File: src/rtl/mulwb_pkg.sv
package mulwb_pkg;
  typedef enum logic {
    HALF_LO = 1'b0,
    HALF_HI = 1'b1
  } half_e;

  function automatic logic [31:0] seg_shift(input int idx, input int segw);
    return 32'(idx * segw);
  endfunction
endpackage

File: src/rtl/mulwb_ppgen.sv
// Stage-1 logic: one signed partial product per slice of operand b.
module mulwb_ppgen #(
  parameter int DW   = 16,
  parameter int SEGW = 8,
  parameter int NSEG = DW / SEGW,
  parameter int PPW  = DW + SEGW + 2
) (
  input  logic [DW-1:0]             opa,
  input  logic [DW-1:0]             opb,
  input  logic                      sgn,
  output logic [NSEG-1:0][PPW-1:0]  pp
);
  logic signed [DW:0] a_ext;
  assign a_ext = {sgn & opa[DW-1], opa};

  for (genvar g = 0; g < NSEG; g++) begin : g_seg
    logic signed [SEGW:0]  bseg;
    logic signed [PPW-1:0] prod;
    if (g == NSEG - 1) begin : g_top
      // top slice carries the sign of b in signed mode
      assign bseg = {sgn & opb[DW-1], opb[g*SEGW +: SEGW]};
    end else begin : g_low
      assign bseg = {1'b0, opb[g*SEGW +: SEGW]};
    end
    assign prod  = a_ext * bseg;
    assign pp[g] = prod;
  end
endmodule

File: src/rtl/mulwb_reduce.sv
// Stage-2 logic: sign-extend, align and sum the partial products.
module mulwb_reduce #(
  parameter int DW   = 16,
  parameter int SEGW = 8,
  parameter int NSEG = DW / SEGW,
  parameter int PPW  = DW + SEGW + 2,
  parameter int PW   = 2 * DW
) (
  input  logic [NSEG-1:0][PPW-1:0] pp,
  output logic [PW-1:0]            prod
);
  import mulwb_pkg::*;

  logic [PW-1:0] acc;
  logic [PW-1:0] ext;

  always_comb begin
    acc = '0;
    ext = '0;
    for (int i = 0; i < NSEG; i++) begin
      ext = {{(PW-PPW){pp[i][PPW-1]}}, pp[i]};
      acc = acc + (ext << seg_shift(i, SEGW));
    end
    prod = acc;
  end
endmodule

File: src/rtl/mulwb_wbsel.sv
// Chooses between a fresh low half and a parked high half.
module mulwb_wbsel #(
  parameter int DW   = 16,
  parameter int TAGW = 5
) (
  input  logic            lo_vld,
  input  logic [DW-1:0]   lo_data,
  input  logic [TAGW-1:0] lo_tag,
  input  logic            hi_vld,
  input  logic [DW-1:0]   hi_data,
  input  logic [TAGW-1:0] hi_tag,
  output logic            out_vld,
  output logic [DW-1:0]   out_data,
  output logic [TAGW-1:0] out_tag,
  output logic            out_hi
);
  import mulwb_pkg::*;

  half_e sel;

  always_comb begin
    sel      = hi_vld ? HALF_HI : HALF_LO;
    out_vld  = lo_vld | hi_vld;
    out_hi   = (sel == HALF_HI);
    out_data = (sel == HALF_HI) ? hi_data : lo_data;
    out_tag  = (sel == HALF_HI) ? hi_tag  : lo_tag;
  end
endmodule

File: src/rtl/split_wb_mul.sv
module split_wb_mul #(
  parameter int DW   = 16,
  parameter int TAGW = 5,
  parameter int SEGW = 8
) (
  input  logic            clk,
  input  logic            rst_n,
  input  logic            iss_vld,
  input  logic [DW-1:0]   iss_a,
  input  logic [DW-1:0]   iss_b,
  input  logic [TAGW-1:0] iss_tag,
  input  logic            iss_full,
  input  logic            iss_sgn,
  output logic            iss_busy,
  output logic            wb_vld,
  output logic [DW-1:0]   wb_data,
  output logic [TAGW-1:0] wb_tag,
  output logic            wb_hi
);
  localparam int NSEG = DW / SEGW;
  localparam int PPW  = DW + SEGW + 2;
  localparam int PW   = 2 * DW;

  // stage 1: partial products
  logic                     s1_vld, s1_vld_d;
  logic                     s1_full, s1_full_d;
  logic [TAGW-1:0]          s1_tag, s1_tag_d;
  logic [NSEG-1:0][PPW-1:0] s1_pp, s1_pp_d;
  logic                     s1_en;
  // stage 2: full product
  logic                     s2_vld, s2_vld_d;
  logic                     s2_full, s2_full_d;
  logic [TAGW-1:0]          s2_tag, s2_tag_d;
  logic [PW-1:0]            s2_prod, s2_prod_d;
  logic                     s2_en;
  // parked high half
  logic                     hp_vld, hp_vld_d;
  logic [TAGW-1:0]          hp_tag, hp_tag_d;
  logic [DW-1:0]            hp_data, hp_data_d;
  logic                     hp_en;

  logic                     accept;
  logic [PW-1:0]            sum;

  mulwb_ppgen #(.DW(DW), .SEGW(SEGW), .NSEG(NSEG), .PPW(PPW)) u_ppgen (
    .opa (iss_a),
    .opb (iss_b),
    .sgn (iss_sgn),
    .pp  (s1_pp_d)
  );

  mulwb_reduce #(.DW(DW), .SEGW(SEGW), .NSEG(NSEG), .PPW(PPW), .PW(PW)) u_reduce (
    .pp   (s1_pp),
    .prod (sum)
  );

  // next-state logic
  always_comb begin
    iss_busy  = s1_vld & s1_full;
    accept    = iss_vld & ~iss_busy;

    s1_en     = accept;
    s1_vld_d  = accept;
    s1_full_d = iss_full;
    s1_tag_d  = iss_tag;

    s2_en     = s1_vld;
    s2_vld_d  = s1_vld;
    s2_full_d = s1_full;
    s2_tag_d  = s1_tag;
    s2_prod_d = sum;

    hp_en     = s2_vld & s2_full;
    hp_vld_d  = s2_vld & s2_full;
    hp_tag_d  = s2_tag + TAGW'(1);
    hp_data_d = s2_prod[PW-1:DW];
  end

  // control registers
  always_ff @(posedge clk or negedge rst_n) begin
    if (!rst_n) begin
      s1_vld <= 1'b0;
      s2_vld <= 1'b0;
      hp_vld <= 1'b0;
    end else begin
      s1_vld <= s1_vld_d;
      s2_vld <= s2_vld_d;
      hp_vld <= hp_vld_d;
    end
  end

  // datapath registers
  always_ff @(posedge clk) begin
    if (s1_en) begin
      s1_full <= s1_full_d;
      s1_tag  <= s1_tag_d;
      s1_pp   <= s1_pp_d;
    end
    if (s2_en) begin
      s2_full <= s2_full_d;
      s2_tag  <= s2_tag_d;
      s2_prod <= s2_prod_d;
    end
    if (hp_en) begin
      hp_tag  <= hp_tag_d;
      hp_data <= hp_data_d;
    end
  end

  mulwb_wbsel #(.DW(DW), .TAGW(TAGW)) u_wbsel (
    .lo_vld   (s2_vld),
    .lo_data  (s2_prod[DW-1:0]),
    .lo_tag   (s2_tag),
    .hi_vld   (hp_vld),
    .hi_data  (hp_data),
    .hi_tag   (hp_tag),
    .out_vld  (wb_vld),
    .out_data (wb_data),
    .out_tag  (wb_tag),
    .out_hi   (wb_hi)
  );
endmodule

File: config.mk
export PLATFORM = sky130hd
export DESIGN_NAME = split_wb_mul
export DESIGN_NICKNAME = d
export VERILOG_FILES = /design/src/rtl/mulwb_pkg.sv /design/src/rtl/mulwb_ppgen.sv /design/src/rtl/mulwb_reduce.sv /design/src/rtl/mulwb_wbsel.sv /design/src/rtl/split_wb_mul.sv
export SDC_FILE = /design/constraint.sdc
export NUM_CORES = 1
export LEC_CHECK = 0
export BUFFER_PORTS_ARGS = -buffer_cell sky130_fd_sc_hd__buf_2
export CORE_ASPECT_RATIO = 0.7
export CORE_MARGIN = 2
export CORE_UTILIZATION = 60
export CTS_CLUSTER_DIAMETER = 100
export DETAILED_ROUTE_END_ITERATION = 6
export MAX_ROUTING_LAYER = met4
export PLACE_DENSITY_LB_ADDON = 0.08
export SLEW_MARGIN = 20
export SYNTH_ARGS = -nofsm -noshare
export SYNTH_HDL_FRONTEND = slang
export SYNTH_HIERARCHICAL = 1
export SYNTH_SLANG_ARGS = --single-unit
File: constraint.sdc
create_clock -name clk -period 5.61 [get_ports clk]
set_input_delay 1.122 -clock clk [delete_from_list [all_inputs] [get_ports clk]]
set_output_delay 1.122 -clock clk [all_outputs]
set_load 0.1 [all_outputs]
== Word-level counts from Yosys, hierarchy flattened ==
Index checks and enable logic that the tools add are counted.
Word-level totals
  word-level logic and storage cells: 26
  input port bits: 42
  output and inout port bits: 24
  register bits: 118
Cells by class
  add/subtract/negate cells: 2
  bitwise gates (word level): 7
  multipliers: 2
  multiplexer cells: 3
Operators with widths (number)
  32-bit adder: 1
  17-bit by 9-bit multiplier with 26-bit output: 1
  17-bit by 9-bit multiplier with 24-bit output: 1
  16-bit two-way mux: 1
  5-bit by 1-bit adder with 5-bit output (second input constant): 1
  1-bit AND: 5
  5-bit two-way mux: 1
  1-bit two-way mux: 1
  1-bit NOT: 1
  1-bit bitwise OR: 1

== Logic depth before layout (Yosys ltp) ==
  word-level depth: 3
  mapped depth: 20
  mapped depth without buffers: 18

== Hierarchy ==
The synthesis kept the hierarchy.
By module, submodules not included
  mulwb_ppgen: seq. area each 0.0 µm², instances 1, area each 10198.5 µm², cells an instance 1174
  split_wb_mul: seq. area each 3588.4 µm², instances 1, area each 3659.8 µm², cells an instance 130
  mulwb_reduce: seq. area each 0.0 µm², instances 1, area each 1298.7 µm², cells an instance 176
  mulwb_wbsel: seq. area each 0.0 µm², instances 1, area each 272.8 µm², cells an instance 25

== Worst setup path before layout ==
OpenSTA, ideal clock, no wires.
  kind: in2reg
  start: input port iss_b[8]
  end: register s1_pp[48] (netlist bit), data pin
  setup slack: -0.556 ns
  library setup time: 0.267 ns
  stages on the path: 18
  arrival: 5.899 ns
  data required time: 5.343 ns
  path through: clkbuf_1 > clkbuf_1 > nand2_1 > fa_1 > inv_1 > fa_1 > fa_1 > fa_1 > inv_1 > fa_1 > inv_1 > ha_1 > o21ai_1 > o21ai_2 > a41oi_2 > or4_4 > a311oi_2 > xor2_1
RTL lines
  from (decl): line split_wb_mul.sv:10  | input logic [DW-1:0] iss_b,
  to (signal assigned): line split_wb_mul.sv:97  | s1_pp <= s1_pp_d;
  to (decl): line split_wb_mul.sv:28  | logic [NSEG-1:0][PPW-1:0] s1_pp, s1_pp_d;

==> run summary <==
The flow ran to the end, and the final reports show no timing, DRC or antenna violations. The startpoint type of the worst setup path was a primary input. Post-route DRC violation count: 0. For the portion of total power attributed to combinational logic, the log shows 0.730.

The cell class contributing the biggest share of worst-path delay was adder cells. The run gives 420 ps as the insertion delay of the later-clocked pin in the worst-skew pair. At the worst endpoint, the required time is 5830 ps.

The final estimated routing congestion in global placement came out at 0.899. Entering global routing, the biggest net connects 54 pins. Of all nets on the critical path, the largest fanout is 5. The number of antenna violations at the first check in global routing came out at 2. The portion of the clock cycle consumed by the worst path in the final layout works out to 0.985.

The area growth from synthesis to layout is 16.8%. First-pass detailed-route iteration total: 5. The internal portion of the total power is 5.65 mW. The initial standard-cell utilization of the core came out at 0.612. The detail route stage leaves a number of antenna-violating nets equal to 0. The highest clock rate came out at 181 MHz. The logs give 4.87 mW for the switching power and 0 for the number of max-cap violations. The logs give 48 for the site row count and 26500 sq um for the area of the die. The number of gates on the worst path with buffers counted came out at 19. The smallest setup slack after layout was 85.5 ps; the count of routing violations after the opening detailed-route iteration was 695.

The logs give 10.7 ps for the setup clock skew after layout and 57600 um for the first-pass GRT wire length. The run gives 8.57 nW as the leakage power summed over all cells. The sequential cell fraction of total power came out at 0.169. TritonCTS built the clock tree.

The hold-critical path depth is 0. The average size of a mapped cell was 10.3 sq um. The tools report the detailed-route via count as 10900. For the worst-case clock buffer depth, the log shows 2. Share of total power consumed by net switching: 0.463.

The synthesized netlist cell count is 1471. The slowest stage of the critical path belongs to the cell fa_1. The final number of hold-violating endpoints was 0; the CTS buffer count was 17. For the final global-route overflow total, the log shows 0. The fraction of layout cells with a size suffix above 1 was 0.204. At the pin with the least slew margin, the transition time is 977 ps. The number of pins exceeding their max-slew limit in the final report is 0. The clock tree root driver cell is clkbuf_16. The overall die height was 137 um.

The global-route usage over all layers came out at 0.289. Dividing total power by cell area gives a power density of 597 nW/um^2. In this run the tool buffered the top-level ports with 65 buffer cells.

The area of the mapped netlist was 15100 sq um; the final wirelength was 35500 um. The tightest min-delay check is of the flip-flop to flip-flop type. The completed layout was analyzed and its total power is 10.5 mW. In this design, the stage delay of the slowest critical-path cell is 540 ps. The core box area was 24700 sq um.

In the layout the commonest cells are 261 x inv_1, 231 x fa_1, 186 x buf_4, 154 x nand2_1, 149 x and2_1. The die width was 194 um. Clock tree synthesis found a total of 118 sinks. The H-tree was split into 4 levels. For the relative max-transition margin, the log shows 0.348. The most common cell after layout, fill and taps aside was inv_1.

STA classifies the critical path endpoint as a flip-flop. In the routed layout, each cell is associated on average with a via count of 5.38. The number of cells on the worst reg-to-reg path is 7. Setup repair after global routing could not meet its margin everywhere. The placed wire-length estimate was 29900 um; the number of buffers and inverters on the critical path was 7. Hold repair after CTS inserted 0 buffers.

The worst slack at placement is -421 ps. The logs give 0.101 for the clock share of power and 66 for the total I/O pin count. The Yosys step of the flow raised 6 warnings. The post-layout net count came out at 2087.

The run gives 11300 as the number of global-route vias before repair. The critical path goes through buf_2, buf_4, and2_1, fa_1, inv_1, fa_1, inv_1, fa_1, inv_1, fa_1, inv_1, ha_2, buf_4, o211ai_1, a211oi_2, o21a_1, o21a_1, or4_1, nand3_1. The critical path in this run is classified as primary input to flip-flop. For the worst setup path, the data arrival time is 5740 ps. The final-report setup violation count is 0, and the peak supply drop is 676 uV.

Subtracting the final worst setup slack from the clock period gives 5520 ps. The run gives 1872 as the post-synth net total. After clock tree synthesis, the clock-pin slew on the worst setup and hold paths is 60 ps. The average detailed-routed wire length per instance was 17.6 um.
power groups by stage:
stage	registers [mW]	logic, mW	clock network, mW
global route	1.80	8.53	1.12
finish	1.77	7.69	1.06
detailed placement	1.79	7.50	0
CTS	1.77	7.58	1.08
floorplan	1.70	4.84	0
global placement	1.78	7.36	0
area by class of cell:
| cell class | instances | area [sq um] |
|---|---|---|
| flip-flops and latches | 118 | 3530 |
| clock buffers | 17 | 425 |
| well taps | 325 | 407 |
| diodes | 1 | 2.50 |
| fillers | 1837 | 7040 |
| repair buffers | 253 | 1740 |
| clock inverters | 15 | 155 |
| multi-input cells | 1033 | 10400 |
| inverters | 263 | 987 |
layer usage:
metal,routed length (um),global-route usage,vias to the layer above,share of wire
li1,-,-,5140,-
met1,16600,0.405,5441,0.47
met2,15700,0.427,277,0.44
met3,2830,0.0870,30,0.080
met4,332,0.0466,0,0.0093
met5,0,-,-,0
worst paths after layout:
| kind | start | to | slack, ps |
|---|---|---|---|
| max in group asynchronous | rst_n | s1_vld | 5000 |
| min reg2reg | s2_prod[18] | hp_data[2] | 410 |
| max reg2reg | s1_pp[8] | s2_prod[22] | 2960 |
| min | s2_prod[18] | hp_data[2] | 410 |
| min in group asynchronous | rst_n | s2_vld | 490 |
| max | iss_a[3] | s1_pp[19] | 90 |
registers in the layout (all words and copies together) (netlist names):
register / count
hp_tag: 5
s1_pp: 50
s1_tag: 5
s2_full: 1
s1_vld: 1
hp_data: 16
s2_tag: 5
s1_full: 1
hp_vld: 1
s2_vld: 1
s2_prod: 32
per-stage QoR:
step	setup TNS [ps]	hold slack (ps)	cell area, sq um	std cells	utilization
3_3_place_gp	-2800	400	17000	1990	0.688
2_1_floorplan	-139	400	15200	1471	-
4_1_cts	0	419	17600	2022	0.711
3_5_place_dp	-4150	405	17000	1990	0.688
5_1_grt	-176	422	17600	2024	0.715
6_report	0	415	17600	2025	0.715
timing repair:
| item | CTS | global route |
|---|---|---|
| setup buffers | 0 | 2 |
| setup endpoints to repair | 0 | 7 |
| hold endpoints to repair | 0 | 0 |
| resized for setup | 0 | 18 |
(Power assumes the default switching activity.)
